**config.mk**
```make
export PLATFORM = sky130hd
export DESIGN_NAME = pfifo_host_port
export DESIGN_NICKNAME = d
export VERILOG_FILES = /design/src/rtl/pfp_pkg.sv /design/src/rtl/pfp_strobe_sync.sv /design/src/rtl/pfp_gap_timer.sv /design/src/rtl/pfp_sync_fifo.sv /design/src/rtl/pfifo_host_port.sv
export SDC_FILE = /design/constraint.sdc
export NUM_CORES = 1
export LEC_CHECK = 0
export BUFFER_PORTS_ARGS = -buffer_cell sky130_fd_sc_hd__buf_2
export CAP_MARGIN = 20
export CORE_MARGIN = 4
export CORE_UTILIZATION = 30
export CTS_CLUSTER_SIZE = 8
export DETAILED_ROUTE_END_ITERATION = 8
export MAX_ROUTING_LAYER = met4
export PLACE_DENSITY_LB_ADDON = 0.3
export SKIP_CTS_REPAIR_TIMING = 1
export SYNTH_ARGS = -nofsm -noshare
export SYNTH_HDL_FRONTEND = slang
export SYNTH_SLANG_ARGS = --single-unit
```
**constraint.sdc**
```tcl
create_clock -name clk -period 2.4 [get_ports clk]
set_input_delay 0.36 -clock clk [delete_from_list [all_inputs] [get_ports clk]]
set_output_delay 0.36 -clock clk [all_outputs]
set_load 0.02 [all_outputs]
```
**src/rtl/pfp_pkg.sv**
```systemverilog
package pfp_pkg;

   // Synchronized strobe as seen by the clocked logic.
   typedef struct packed {
      logic level;   // synchronized pin level
      logic fall;    // one-cycle pulse on a high-to-low transition
   } strobe_t;

endpackage

```
**src/rtl/pfp_strobe_sync.sv**
```systemverilog
module pfp_strobe_sync
   import pfp_pkg::*;
#(
   parameter int STAGES = 2,
   parameter bit IDLE   = 1'b1
) (
   input  logic    clk,
   input  logic    rst_n,
   input  logic    pin,
   output strobe_t strb
);

   logic [STAGES-1:0] chain_q;
   logic              last_q;

   initial begin
      assert (STAGES >= 2) else $error("pfp_strobe_sync: STAGES must be at least 2");
   end

   generate
      for (genvar g = 0; g < STAGES; g++) begin : g_stage
         if (g == 0) begin : g_first
            always_ff @(posedge clk or negedge rst_n) begin
               if (!rst_n) chain_q[0] <= IDLE;
               else        chain_q[0] <= pin;
            end
         end else begin : g_next
            always_ff @(posedge clk or negedge rst_n) begin
               if (!rst_n) chain_q[g] <= IDLE;
               else        chain_q[g] <= chain_q[g-1];
            end
         end
      end
   endgenerate

   always_ff @(posedge clk or negedge rst_n) begin
      if (!rst_n) last_q <= IDLE;
      else        last_q <= chain_q[STAGES-1];
   end

   assign strb.level = chain_q[STAGES-1];
   assign strb.fall  = last_q & ~chain_q[STAGES-1];

endmodule

```
**src/rtl/pfp_gap_timer.sv**
```systemverilog
module pfp_gap_timer #(
   parameter int GAP = 2
) (
   input  logic clk,
   input  logic rst_n,
   input  logic start,
   input  logic hold,
   output logic busy
);

   localparam int CW = $clog2(GAP + 1);

   logic [CW-1:0] cnt_q;

   initial begin
      assert (GAP >= 1) else $error("pfp_gap_timer: GAP must be at least 1");
   end

   always_ff @(posedge clk or negedge rst_n) begin
      if (!rst_n) begin
         cnt_q <= '0;
      end else if (start) begin
         cnt_q <= CW'(GAP);
      end else if (!hold && cnt_q != '0) begin
         cnt_q <= cnt_q - 1'b1;
      end
   end

   assign busy = (cnt_q != '0);

endmodule

```
**src/rtl/pfp_sync_fifo.sv**
```systemverilog
module pfp_sync_fifo #(
   parameter int DATA_W = 8,
   parameter int DEPTH  = 4
) (
   input  logic              clk,
   input  logic              rst_n,
   input  logic              push,
   input  logic [DATA_W-1:0] din,
   input  logic              pop,
   output logic [DATA_W-1:0] dout,
   output logic              empty,
   output logic              full
);

   initial begin
      assert (DEPTH >= 1) else $error("pfp_sync_fifo: DEPTH must be at least 1");
      assert ((DEPTH & (DEPTH - 1)) == 0) else $error("pfp_sync_fifo: DEPTH must be a power of two");
      assert (DATA_W >= 1) else $error("pfp_sync_fifo: DATA_W must be at least 1");
   end

   generate
      if (DEPTH == 1) begin : g_single
         logic [DATA_W-1:0] data_q;
         logic              occ_q;

         always_ff @(posedge clk or negedge rst_n) begin
            if (!rst_n) begin
               occ_q <= 1'b0;
            end else if (push && !occ_q) begin
               occ_q <= 1'b1;
            end else if (pop && occ_q) begin
               occ_q <= 1'b0;
            end
         end

         always_ff @(posedge clk) begin
            if (push && !occ_q) data_q <= din;
         end

         assign dout  = data_q;
         assign empty = ~occ_q;
         assign full  = occ_q;
      end else begin : g_ring
         localparam int PTR_W = $clog2(DEPTH);
         localparam int CNT_W = $clog2(DEPTH + 1);

         logic [DATA_W-1:0] mem_q [DEPTH];
         logic [PTR_W-1:0]  wr_ptr_q;
         logic [PTR_W-1:0]  rd_ptr_q;
         logic [CNT_W-1:0]  cnt_q;
         logic              push_ok;
         logic              pop_ok;

         assign push_ok = push & ~full;
         assign pop_ok  = pop & ~empty;

         always_ff @(posedge clk or negedge rst_n) begin
            if (!rst_n) begin
               wr_ptr_q <= '0;
               rd_ptr_q <= '0;
               cnt_q    <= '0;
            end else begin
               if (push_ok) wr_ptr_q <= wr_ptr_q + 1'b1;
               if (pop_ok)  rd_ptr_q <= rd_ptr_q + 1'b1;
               case ({push_ok, pop_ok})
                  2'b10:   cnt_q <= cnt_q + 1'b1;
                  2'b01:   cnt_q <= cnt_q - 1'b1;
                  default: cnt_q <= cnt_q;
               endcase
            end
         end

         always_ff @(posedge clk) begin
            if (push_ok) mem_q[wr_ptr_q] <= din;
         end

         assign dout  = mem_q[rd_ptr_q];
         assign empty = (cnt_q == '0);
         assign full  = (cnt_q == CNT_W'(DEPTH));
      end
   endgenerate

endmodule

```
**src/rtl/pfifo_host_port.sv**
```systemverilog
module pfifo_host_port
   import pfp_pkg::*;
#(
   parameter int DATA_W      = 8,
   parameter int RX_DEPTH    = 4,
   parameter int TX_DEPTH    = 4,
   parameter int SYNC_STAGES = 2,
   parameter int RD_GAP      = 2,
   parameter int WR_GAP      = 2
) (
   input  logic              clk,
   input  logic              rst_n,
   input  logic [DATA_W-1:0] src_data,
   input  logic              src_valid,
   output logic              src_ready,
   output logic [DATA_W-1:0] snk_data,
   output logic              snk_valid,
   input  logic              snk_ready,
   input  logic              host_rd_n,
   input  logic              host_wr,
   input  logic [DATA_W-1:0] host_d_i,
   output logic [DATA_W-1:0] host_d_o,
   output logic              host_d_oe,
   output logic              avail_n,
   output logic              space_n
);

   initial begin
      assert (RD_GAP >= 2) else $error("pfifo_host_port: RD_GAP below two clocks");
      assert (WR_GAP >= 1) else $error("pfifo_host_port: WR_GAP must be at least 1");
      assert (SYNC_STAGES >= 2) else $error("pfifo_host_port: SYNC_STAGES below two");
   end

   // Strobe synchronizers: read idles high, write idles low.
   strobe_t rd_s;
   strobe_t wr_s;

   pfp_strobe_sync #(.STAGES(SYNC_STAGES), .IDLE(1'b1)) u_rd_sync (
      .clk(clk), .rst_n(rst_n), .pin(host_rd_n), .strb(rd_s));

   pfp_strobe_sync #(.STAGES(SYNC_STAGES), .IDLE(1'b0)) u_wr_sync (
      .clk(clk), .rst_n(rst_n), .pin(host_wr), .strb(wr_s));

   // Outbound path: system -> queue -> host.
   logic              rx_push;
   logic              rx_pop;
   logic              rx_empty;
   logic              rx_full;
   logic [DATA_W-1:0] rx_head;
   logic              rd_busy;
   logic [DATA_W-1:0] rd_hold_q;
   logic              oe_q;

   assign rx_push   = src_valid & ~rx_full;
   assign src_ready = ~rx_full;
   assign rx_pop    = rd_s.fall & ~avail_n;
   assign avail_n   = rx_empty | rd_busy;

   pfp_sync_fifo #(.DATA_W(DATA_W), .DEPTH(RX_DEPTH)) u_rx_q (
      .clk(clk), .rst_n(rst_n),
      .push(rx_push), .din(src_data),
      .pop(rx_pop), .dout(rx_head),
      .empty(rx_empty), .full(rx_full));

   // Read holdoff: armed on every fetch attempt, frozen while the strobe is low.
   pfp_gap_timer #(.GAP(RD_GAP)) u_rd_gap (
      .clk(clk), .rst_n(rst_n),
      .start(rd_s.fall), .hold(~rd_s.level), .busy(rd_busy));

   always_ff @(posedge clk or negedge rst_n) begin
      if (!rst_n) begin
         rd_hold_q <= '0;
         oe_q      <= 1'b0;
      end else begin
         if (rx_pop) rd_hold_q <= rx_head;
         oe_q <= ~rd_s.level;
      end
   end

   assign host_d_o  = rd_hold_q;
   assign host_d_oe = oe_q;

   // Inbound path: host -> queue -> system.
   logic tx_push;
   logic tx_pop;
   logic tx_empty;
   logic tx_full;
   logic wr_busy;

   assign space_n   = tx_full | wr_busy;
   assign tx_push   = wr_s.fall & ~space_n;
   assign tx_pop    = snk_ready & ~tx_empty;
   assign snk_valid = ~tx_empty;

   pfp_sync_fifo #(.DATA_W(DATA_W), .DEPTH(TX_DEPTH)) u_tx_q (
      .clk(clk), .rst_n(rst_n),
      .push(tx_push), .din(host_d_i),
      .pop(tx_pop), .dout(snk_data),
      .empty(tx_empty), .full(tx_full));

   // Write holdoff: armed on every falling write strobe, frozen if a new pulse is already high.
   pfp_gap_timer #(.GAP(WR_GAP)) u_wr_gap (
      .clk(clk), .rst_n(rst_n),
      .start(wr_s.fall), .hold(wr_s.level), .busy(wr_busy));

endmodule

```
==> out/metrics.yaml, run 1 <==
logic_synthesis:
  syn_nets: 248
  ys_seq_elements: 97
  synth_edf_count: 64
  synth_top_area_cell: "edfxtp_1"
  synthCells: 212
  ys_types: 31
  ys.flop_type: "edfxtp_1"
  synth_area_leaders: "edfxtp_1, dfrtp_1, mux4_2"
  ys_seq_area_frac: 0.7107
  synth_area_per_cell_um2: 18.26
  synth_top_area_frac: 0.4964
  ys_warn_count: 0
  netlist_area_um2: 3871
  synthArstFlopShare: 0.3402
detailed_routing:
  drt_iter0_drc: 135
  drtAntennaViolNets: 0
  first_pass_iters: 4
  wl_per_cell_um: 14.74
  avgViaCountPerCell: 4.332
  wirelength_mm: 6.485
  drc: 0
  num_vias: 1906
sta:
  finalCritPeriodShare: 0.9336
  rsz0062_at_grt: "false"
  skew_ns: 0.005718
  finalCriticalPeriod_ns: 2.241
  slew_headroom: 0.4514
  tightest_slew_ns: 0.8229
  max_clock_freq_ghz: 0.4463
  holdWs_ns: 0.1174
  layout_setup_ws_ns: 0.1593
  setup_tns_ns: 0
  setup_viol: 0
  finalHoldViolCount: 0
  slew_violations: 0
critical_path:
  required_ns: 2.66
  crit_chain: "or3b_1, and2_4, inv_1, ha_1, inv_1, fa_1, xor2_1, nor2_1, xor2_1"
  cp_slowest_stage_delay_ns: 0.47
  critPathTopFamily: "simple AND/OR/NAND/NOR gates"
  crit_buf_inv: 2
  cp.arrival_ns: 2.50
  cp-start-kind: "register"
  critical_path.max_fanout: 6
  cp_slowest_cell: "or3b_1"
  reg2reg_slack_ns: 0.16
  cp-end-kind: "register"
  path_class: "register to register"
place:
  dpl_cell_area_um2: 4292
  routabilityCongestion: 0.7662
  pre_cts_slack_ns: 0.1483
  place_hpwl_mm: 4.407
  port-buffer-count: 42
global_route:
  track_usage: 0.09952
  grt_pass1_vias: 2060
  grt-ovfl-total: 0
  grt_pass1_wl_mm: 10.56
  grt_max_degree: 34
  grt_antenna_before_repair: 0
finish:
  fillers: 1222
  diodes: 0
  area_growth_pct: 18.07
  multi_input_area_um2: 1023
  finalNetCount: 299
  fin_area_um2: 4571
  layout_commonest_cell: "edfxtp_1"
  seq_area_um2: 2753
  drive_gt1_frac: 0.3694
  layout_common_cells: "edfxtp_1, buf_2, dfrtp_1"
pwr:
  p_leak_nw: 1.755
  vdd_drop_max_uv: 526.6
  power.density_nw_per_um2: 1159
clock_tree:
  cts_tree: "built"
  cts_sinks: 97
  htreeDepth: 3
  clockBufferDepth: 2
  clkTransAtPathRegs_ns: 0.06
  numCtsBuffers: 9
  insertion_delay_ns: 0.34
  clockRootBuffer: "clkbuf_16"
job:
  maxCapViolCount: 0
floorplanning:
  ios: 43
  rows: 41
  die_w_um: 121.6
  start_util: 0.3068
  core_um2: 12620
  die_h_um: 121.6
  die_area_um2: 14790
hold_path:
  min_path_type: "input pin to async pin"
status:
  status: "complete, no violations"
## final cells by class
cell class	count	area share
Clock buffer	12	0.05393
Sequential cell	97	0.6022
Multi-Input combinational cell	92	0.2239
Tap cell	172	0.04708
Inverter	17	0.01396
Timing Repair Buffer	46	0.05256
Clock inverter	4	0.006296
## metrics by stage
step | util | power, mW | cells
2_1_floorplan | - | 3.563 | 212
6_report | 0.3622 | 5.299 | 440
5_1_grt | 0.3622 | 5.671 | 440
3_5_place_dp | 0.3401 | 4.064 | 424
4_1_cts | 0.3619 | 5.403 | 440
3_3_place_gp | 0.3401 | 4.006 | 424
## metal layers
layer  part of all wire  up-vias  track usage
met4              0.023        0      0.04342
met3              0.052       13      0.03621
met2               0.50       45       0.1572
li1                   -      891            -
met1               0.42      957       0.1146
met5                  0        -            -
## worst paths after layout
check,startpoint,end,depth (start not counted)
setup / recovery,u_rx_q.g_ring.cnt_q[1]$_DFFE_PN0P_,u_rx_q.g_ring.cnt_q[2]$_DFFE_PN0P_,9
hold / removal,rst_n,u_rx_q.g_ring.wr_ptr_q[0]$_DFFE_PN0P_,1
setup reg to reg,u_rx_q.g_ring.cnt_q[1]$_DFFE_PN0P_,u_rx_q.g_ring.cnt_q[2]$_DFFE_PN0P_,9
hold reg to reg,u_wr_sync.chain_q[0]$_DFF_PN0_,u_wr_sync.strb[1]$_DFF_PN0_,0
max in group asynchronous,rst_n,u_tx_q.g_ring.cnt_q[1]$_DFFE_PN0P_,1
min in group clk,host_rd_n,u_rd_sync.chain_q[0]$_DFF_PN1_,1
## cells by family (layout without fill, tap and decap cells)
family | after synthesis | count (layout) | synth area share
xor gates and xnor gates | 13 | 13 | 0.02941
muxes | 26 | 26 | 0.1231
AOI/OAI and AO/OA | 11 | 11 | 0.01842
and+or+nand+nor | 28 | 28 | 0.04234
buffers and inverters | 23 | 79 | 0.02683
adders and majority gates | 14 | 14 | 0.04913
DFF | 97 | 97 | 0.7107
## report_power, final
part	switching [mW]	internal, mW
combinational	0.774	0.745
clock	0.589	0.731
sequential	0.303	2.16
total	1.67	3.63
## registers in the layout, summed over array words and instances, names as in the netlist, 3 cells and up
name	flops
host_d_o	8
u_rx_q.g_ring.cnt_q	3
u_rx_q.g_ring.mem_q	32
u_tx_q.g_ring.cnt_q	3
u_tx_q.g_ring.mem_q	32
## cell usage after synthesis, types with 3 or more instances
| library cell | number |
|---|---|
| nand2_1 | 6 |
| nor2_1 | 6 |
| inv_1 | 17 |
| and2_2 | 4 |
| xor2_1 | 8 |
| edfxtp_1 | 64 |
| and3_1 | 4 |
| mux4_2 | 16 |
| mux2_2 | 9 |
| xnor2_1 | 5 |
| dfstp_2 | 3 |
| o21ai_0 | 4 |
| ha_1 | 12 |
| dfrtp_1 | 30 |
Power figures use the tool's default switching activity.
==> inputs of run 2 (changes only) <==
==> constraint.sdc (replaced) <==
create_clock -name clk -period 2.8 [get_ports clk]
set_input_delay 0.42 -clock clk [delete_from_list [all_inputs] [get_ports clk]]
set_output_delay 0.42 -clock clk [all_outputs]
set_load 0.02 [all_outputs]
==> out/metrics.yaml, run 2 (synthesis gave the netlist of run 1 again) <==
status:
  status: "complete, no violations"
critical_path:
  cp.arrival_ns: 2.52
  cp-end-kind: "register"
  critical_path.max_fanout: 7
  crit_chain: "or3b_1, and4b_1, inv_1, ha_1, inv_1, fa_1, xor2_1, nor2_1, xor2_1"
  cp_slowest_cell: "dfrtp_1"
  cp_slowest_stage_delay_ns: 0.42
  critPathTopFamily: "simple AND/OR/NAND/NOR gates"
  cp-start-kind: "register"
  required_ns: 3.06
  reg2regPathDepth: 9
  cp.depth: 9
  path_class: "register to register"
  crit_buf_inv: 2
global_route:
  grt_antenna_before_repair: 0
  grt_pass1_wl_mm: 10.63
  grt_pass1_vias: 1992
  grt-ovfl-total: 0
  grt_max_degree: 34
  track_usage: 0.09886
hold_path:
  min_path_type: "input pin to async pin"
sta:
  finalCritPeriodShare: 0.8068
  slew_headroom: 0.4603
  finalHoldViolCount: 0
  rsz0062_at_grt: "false"
  max_clock_freq_ghz: 0.4426
  setup_tns_ns: 0
  finalCriticalPeriod_ns: 2.259
  setup_viol: 0
  skew_ns: 0.008555
  slew_violations: 0
  layout_setup_ws_ns: 0.5408
  tightest_slew_ns: 0.8095
finish:
  area_growth_pct: 18.52
  finalNetCount: 296
  layout_commonest_cell: "edfxtp_1"
  diodes: 0
  drive_gt1_frac: 0.3585
  layout_common_cells: "edfxtp_1, buf_2, dfrtp_1"
detailed_routing:
  first_pass_iters: 4
  drtAntennaViolNets: 0
  drt_iter0_drc: 109
  num_vias: 1875
  wirelength_mm: 6.444
  avgViaCountPerCell: 4.291
  drc: 0
  wl_per_cell_um: 14.75
clock_tree:
  clockRootBuffer: "clkbuf_16"
  cts_tree: "built"
  numCtsBuffers: 9
  htreeDepth: 3
  clkTransAtPathRegs_ns: 0.07
  insertion_delay_ns: 0.34
  clockBufferDepth: 2
  cts_sinks: 97
floorplanning:
  die_w_um: 121.6
  rows: 41
  core_um2: 12620
  start_util: 0.3068
  ios: 43
  die_h_um: 121.6
  die_area_um2: 14790
pwr:
  p_leak_nw: 1.767
  power.density_nw_per_um2: 1019
  vdd_drop_max_uv: 510.3
place:
  port-buffer-count: 42
  routabilityCongestion: 0.7354
  pre_cts_slack_ns: 0.5167
  place_hpwl_mm: 4.325
job:
  maxCapViolCount: 0
[run 2: cell types whose count changed in the layout (fill, tap and decap cells not counted)]
| cell | before | now |
|---|---|---|
| buf_4 | 4 | 1 |
| bufinv_16 | 0 | 2 |
| clkbuf_1 | 2 | 1 |
| clkbuf_8 | 1 | 0 |
| clkinvlp_4 | 2 | 1 |
| dfrtp_1 | 29 | 30 |
| dfrtp_2 | 1 | 0 |
| ha_1 | 11 | 12 |
| ha_2 | 1 | 0 |
| inv_6 | 0 | 1 |
[run 2: worst paths after layout]
check	start	end	slack, ns
worst max register to register	u_tx_q.g_ring.cnt_q[1]$_DFFE_PN0P_	u_tx_q.g_ring.cnt_q[2]$_DFFE_PN0P_	0.54
worst min register to register	u_wr_sync.chain_q[0]$_DFF_PN0_	u_wr_sync.strb[1]$_DFF_PN0_	0.35
max in group asynchronous	rst_n	u_tx_q.g_ring.rd_ptr_q[1]$_DFFE_PN0P_	2.11
worst max-delay path	u_tx_q.g_ring.cnt_q[1]$_DFFE_PN0P_	u_tx_q.g_ring.cnt_q[2]$_DFFE_PN0P_	0.54
worst min-delay path	rst_n	host_d_o[3]$_DFFE_PN0N_	0.17
min in group clk	host_rd_n	u_rd_sync.chain_q[0]$_DFF_PN1_	0.18
[run 2: metrics by stage]
| step | hold WS, ns | power [mW] | cells | util | instance area (um^2) |
|---|---|---|---|---|---|
| floorplan | 0.1244 | 3.054 | 212 | - | 3871 |
| detailed placement | 0.3356 | 3.447 | 421 | 0.3383 | 4269 |
| CTS | 0.1607 | 4.772 | 437 | 0.3636 | 4588 |
| global placement | 0.3345 | 3.412 | 421 | 0.3383 | 4269 |
| finish | 0.1748 | 4.676 | 437 | 0.3636 | 4588 |
| global route | 0.1625 | 4.990 | 437 | 0.3636 | 4588 |
[run 2: routing by layer]
layer,vias to the layer above,track usage,share of wire
met2,43,0.1506,0.49
met5,-,-,0
li1,875,-,-
met3,10,0.03435,0.052
met4,0,0.03782,0.018
met1,947,0.1222,0.44
[run 2: layout make-up]
| type | instances | area [um^2] |
|---|---|---|
| fill | 1226 | 8031 |
| timing repair buffer | 43 | 217.7 |
| multi-input combinational | 92 | 1021 |
| tap | 172 | 215.2 |
| clock inverter | 6 | 90.09 |
| clock buffer | 10 | 229.0 |
| inverter | 17 | 63.81 |
| sequential | 97 | 2751 |
[run 2: power breakdown]
group | total [mW] | internal (mW) | switching [mW]
clock | 1.30 | 0.786 | 0.511
combinational | 1.25 | 0.614 | 0.638
sequential | 2.13 | 1.85 | 0.281
total | 4.68 | 3.25 | 1.43
[run 2: worst register-to-register path, stage by stage (launching register included)]
cell	delay, ns
dfrtp_1	0.42
or3b_1	0.41
and4b_1	0.28
inv_1	0.08
ha_1	0.17
inv_1	0.06
fa_1	0.37
xor2_1	0.15
nor2_1	0.11
xor2_1	0.15
==> inputs of run 3 (changes only) <==
--- a/config.mk
+++ b/config.mk
@@ -5,6 +5,7 @@
 export SDC_FILE = /design/constraint.sdc
 export NUM_CORES = 1
 export LEC_CHECK = 0
+export ABC_AREA = 1
 export BUFFER_PORTS_ARGS = -buffer_cell sky130_fd_sc_hd__buf_2
 export CAP_MARGIN = 20
 export CORE_MARGIN = 4
==> constraint.sdc (replaced) <==
create_clock -name clk -period 2.3 [get_ports clk]
set_input_delay 0.345 -clock clk [delete_from_list [all_inputs] [get_ports clk]]
set_output_delay 0.345 -clock clk [all_outputs]
set_load 0.02 [all_outputs]
==> out/metrics.yaml, run 3 <==
logic_synthesis:
  synth_edf_count: 64
  ys_seq_area_frac: 0.6656
  synth_most_common_cell: "nand2_1"
  synthCells: 376
  synth_top_area_frac: 0.4649
  synth_xor_area_frac: 0.01695
  synthArstFlopShare: 0.3402
  ys_types: 26
  ys.flop_type: "edfxtp_1"
  synth_area_leaders: "edfxtp_1, dfrtp_1, nand2_1"
  synth_top_area_cell: "edfxtp_1"
  synth_area_per_cell_um2: 10.99
  yosys-top-cells-count: "nand2_1, edfxtp_1, inv_1"
  ys_seq_elements: 97
  synth-simple-area-share: 0.1453
  syn_nets: 412
  ys_warn_count: 0
  synth_top_family_by_area: "simple AND/OR/NAND/NOR gates"
  synth_compound_area_frac: 0.04570
  synthAdderAreaFrac: 0.04600
  netlist_area_um2: 4134
  muxShareOfSynthArea: 0
detailed_routing:
  avgViaCountPerCell: 4.285
  wl_per_cell_um: 12.73
  drc: 0
  num_vias: 2631
  wirelength_mm: 7.819
  drtAntennaViolNets: 0
  first_pass_iters: 4
  drt_iter0_drc: 152
clock_tree:
  cts_tree: "built"
  clockRootBuffer: "clkbuf_16"
  cts_sinks: 97
  numCtsBuffers: 9
  clkTransAtPathRegs_ns: 0.07
  insertion_delay_ns: 0.34
  clockBufferDepth: 2
  htreeDepth: 3
floorplanning:
  start_util: 0.3097
  die_area_um2: 15720
  die_w_um: 125.4
  ios: 43
  core_um2: 13350
  die_h_um: 125.4
  rows: 42
pwr:
  p_leak_nw: 2.187
  vdd_drop_max_uv: 454.7
  power.density_nw_per_um2: 1226
job:
  maxCapViolCount: 0
critical_path:
  reg2regPathDepth: 9
  critical_path.max_fanout: 11
  cp-end-kind: "primary output"
  reg2reg_slack_ns: 0.40
  cp_slowest_stage_delay_ns: 0.57
  path_class: "register to primary output"
  cp_slowest_cell: "dfrtp_1"
  critPathTopFamily: "flip-flops"
  crit_buf_inv: 2
  r2r_end: "u_tx_q.g_ring.cnt_q[2]$_DFFE_PN0P_"
  crit_chain: "buf_4, o21ai_0, o22ai_1, buf_2"
  cp.arrival_ns: 1.67
  cp-start-kind: "register"
  required_ns: 1.96
  reg2reg_from: "u_tx_q.g_ring.cnt_q[1]$_DFFE_PN0P_"
place:
  dp_cells: 598
  port-buffer-count: 42
  routabilityCongestion: 0.7608
  place_hpwl_mm: 5.381
sta:
  setup_viol: 0
  rsz0062_at_grt: "false"
  tightest_slew_ns: 0.7491
  finalCritPeriodShare: 0.8762
  max_clock_freq_ghz: 0.4962
  finalCriticalPeriod_ns: 2.015
  setup_tns_ns: 0
  slew_violations: 0
  slew_headroom: 0.5006
  finalHoldViolCount: 0
  skew_ns: 0.007663
finish:
  fin_cells: 614
  fillers: 1324
  diodes: 0
  area_growth_pct: 18.13
  layout_commonest_cell: "nand2_1"
  drive_gt1_frac: 0.1849
  finalNetCount: 469
  layout_common_cells: "nand2_1, inv_1, edfxtp_1"
status:
  status: "complete, no violations"
global_route:
  track_usage: 0.1085
  grt_max_degree: 34
  grt_pass1_vias: 2662
  grt_antenna_before_repair: 0
  grt-ovfl-total: 0
  grt_pass1_wl_mm: 13.19
hold_path:
  min_path_type: "input pin to async pin"
[run 3: cell types whose count changed after synthesis, moves of 4 or more]
| cell | before | now |
|---|---|---|
| nor2_1 | 6 | 28 |
| nand3_1 | 0 | 19 |
| nand2_1 | 6 | 89 |
| xor2_1 | 8 | 4 |
| o22ai_1 | 0 | 8 |
| o21ai_0 | 4 | 23 |
| inv_1 | 17 | 64 |
| and2_2 | 4 | 0 |
| mux4_2 | 16 | 0 |
| mux2_2 | 9 | 0 |
| and3_1 | 4 | 0 |
[run 3: cell families (layout without fill, tap and decap cells)]
logic type               after synthesis  count (layout)
AND/OR/NAND/NOR                      145             145
AO/OA/AOI/OAI                         35              35
adder cells (fa/ha/maj)               14              14
XOR/XNOR                               8               8
buffers and inverters                 77             139
flip-flops                            97              97
[run 3: final cells by class]
cell class / count / area [um^2] / area share
multi-input combinational: 202 / 1050 / 0.2150
inverter: 68 / 257.7 / 0.05278
timing repair buffer: 55 / 307.8 / 0.06303
clock inverter: 6 / 67.56 / 0.01384
tap: 176 / 220.2 / 0.04509
clock buffer: 10 / 229.0 / 0.04689
sequential: 97 / 2751 / 0.5634
[run 3: metal layers]
metal  vias up  global-route usage  part of all wire
met2        46              0.1816              0.50
met3         8             0.03284             0.041
met5         -                   -                 0
met4         0             0.03189             0.013
li1       1323                   -                 -
met1      1254              0.1267              0.45
[run 3: stage by stage]
| stage | total power [mW] | worst slack [ns] | util | hold slack, ns | area, um^2 |
|---|---|---|---|---|---|
| floorplan | 3.967 | 0.3911 | - | 0.04941 | 4134 |
| global placement | 4.527 | 0.4253 | 0.3436 | 0.3347 | 4587 |
| detailed placement | 4.578 | 0.3965 | 0.3436 | 0.3364 | 4587 |
| CTS | 6.083 | 0.2680 | 0.3659 | 0.09085 | 4883 |
| global route | 6.452 | 0.1370 | 0.3659 | 0.09132 | 4883 |
| finish | 5.985 | 0.2846 | 0.3659 | 0.07161 | 4883 |
[run 3: report_power, final]
group          internal [mW]  switching (mW)  leakage (nW)
sequential              2.25           0.240         0.977
combinational          0.714            1.31          1.07
clock                  0.849           0.624         0.141
total                   3.81            2.18          2.19
[run 3: how the worst max path moves through the flow]
| stage | from | endpoint | cells after the start |
|---|---|---|---|
| final | u_tx_q.g_ring.rd_ptr_q[0]$_DFFE_PN0P_ | snk_data[7] | 4 |
| after global routing | u_tx_q.g_ring.rd_ptr_q[0]$_DFFE_PN0P_ | snk_data[3] | 4 |
| after CTS | u_tx_q.g_ring.rd_ptr_q[0]$_DFFE_PN0P_ | snk_data[7] | 4 |
| after detailed placement | u_rd_sync.last_q$_DFF_PN1_ | u_rx_q.g_ring.cnt_q[2]$_DFFE_PN0P_ | 10 |
| after global placement | u_rd_sync.last_q$_DFF_PN1_ | u_rx_q.g_ring.cnt_q[2]$_DFFE_PN0P_ | 10 |
| after floorplan | u_rd_sync.last_q$_DFF_PN1_ | u_rx_q.g_ring.cnt_q[2]$_DFFE_PN0P_ | 10 |
[run 3: worst reg2reg max path, stage by stage (launching register included)]
cell and delay, ns:
dfrtp_1 0.38, inv_1 0.11, nand3_1 0.16, nand3_2 0.17, ha_1 0.19, inv_1 0.07, fa_1 0.39, nand2_1 0.09
nand3b_1 0.09, xor2_1 0.15
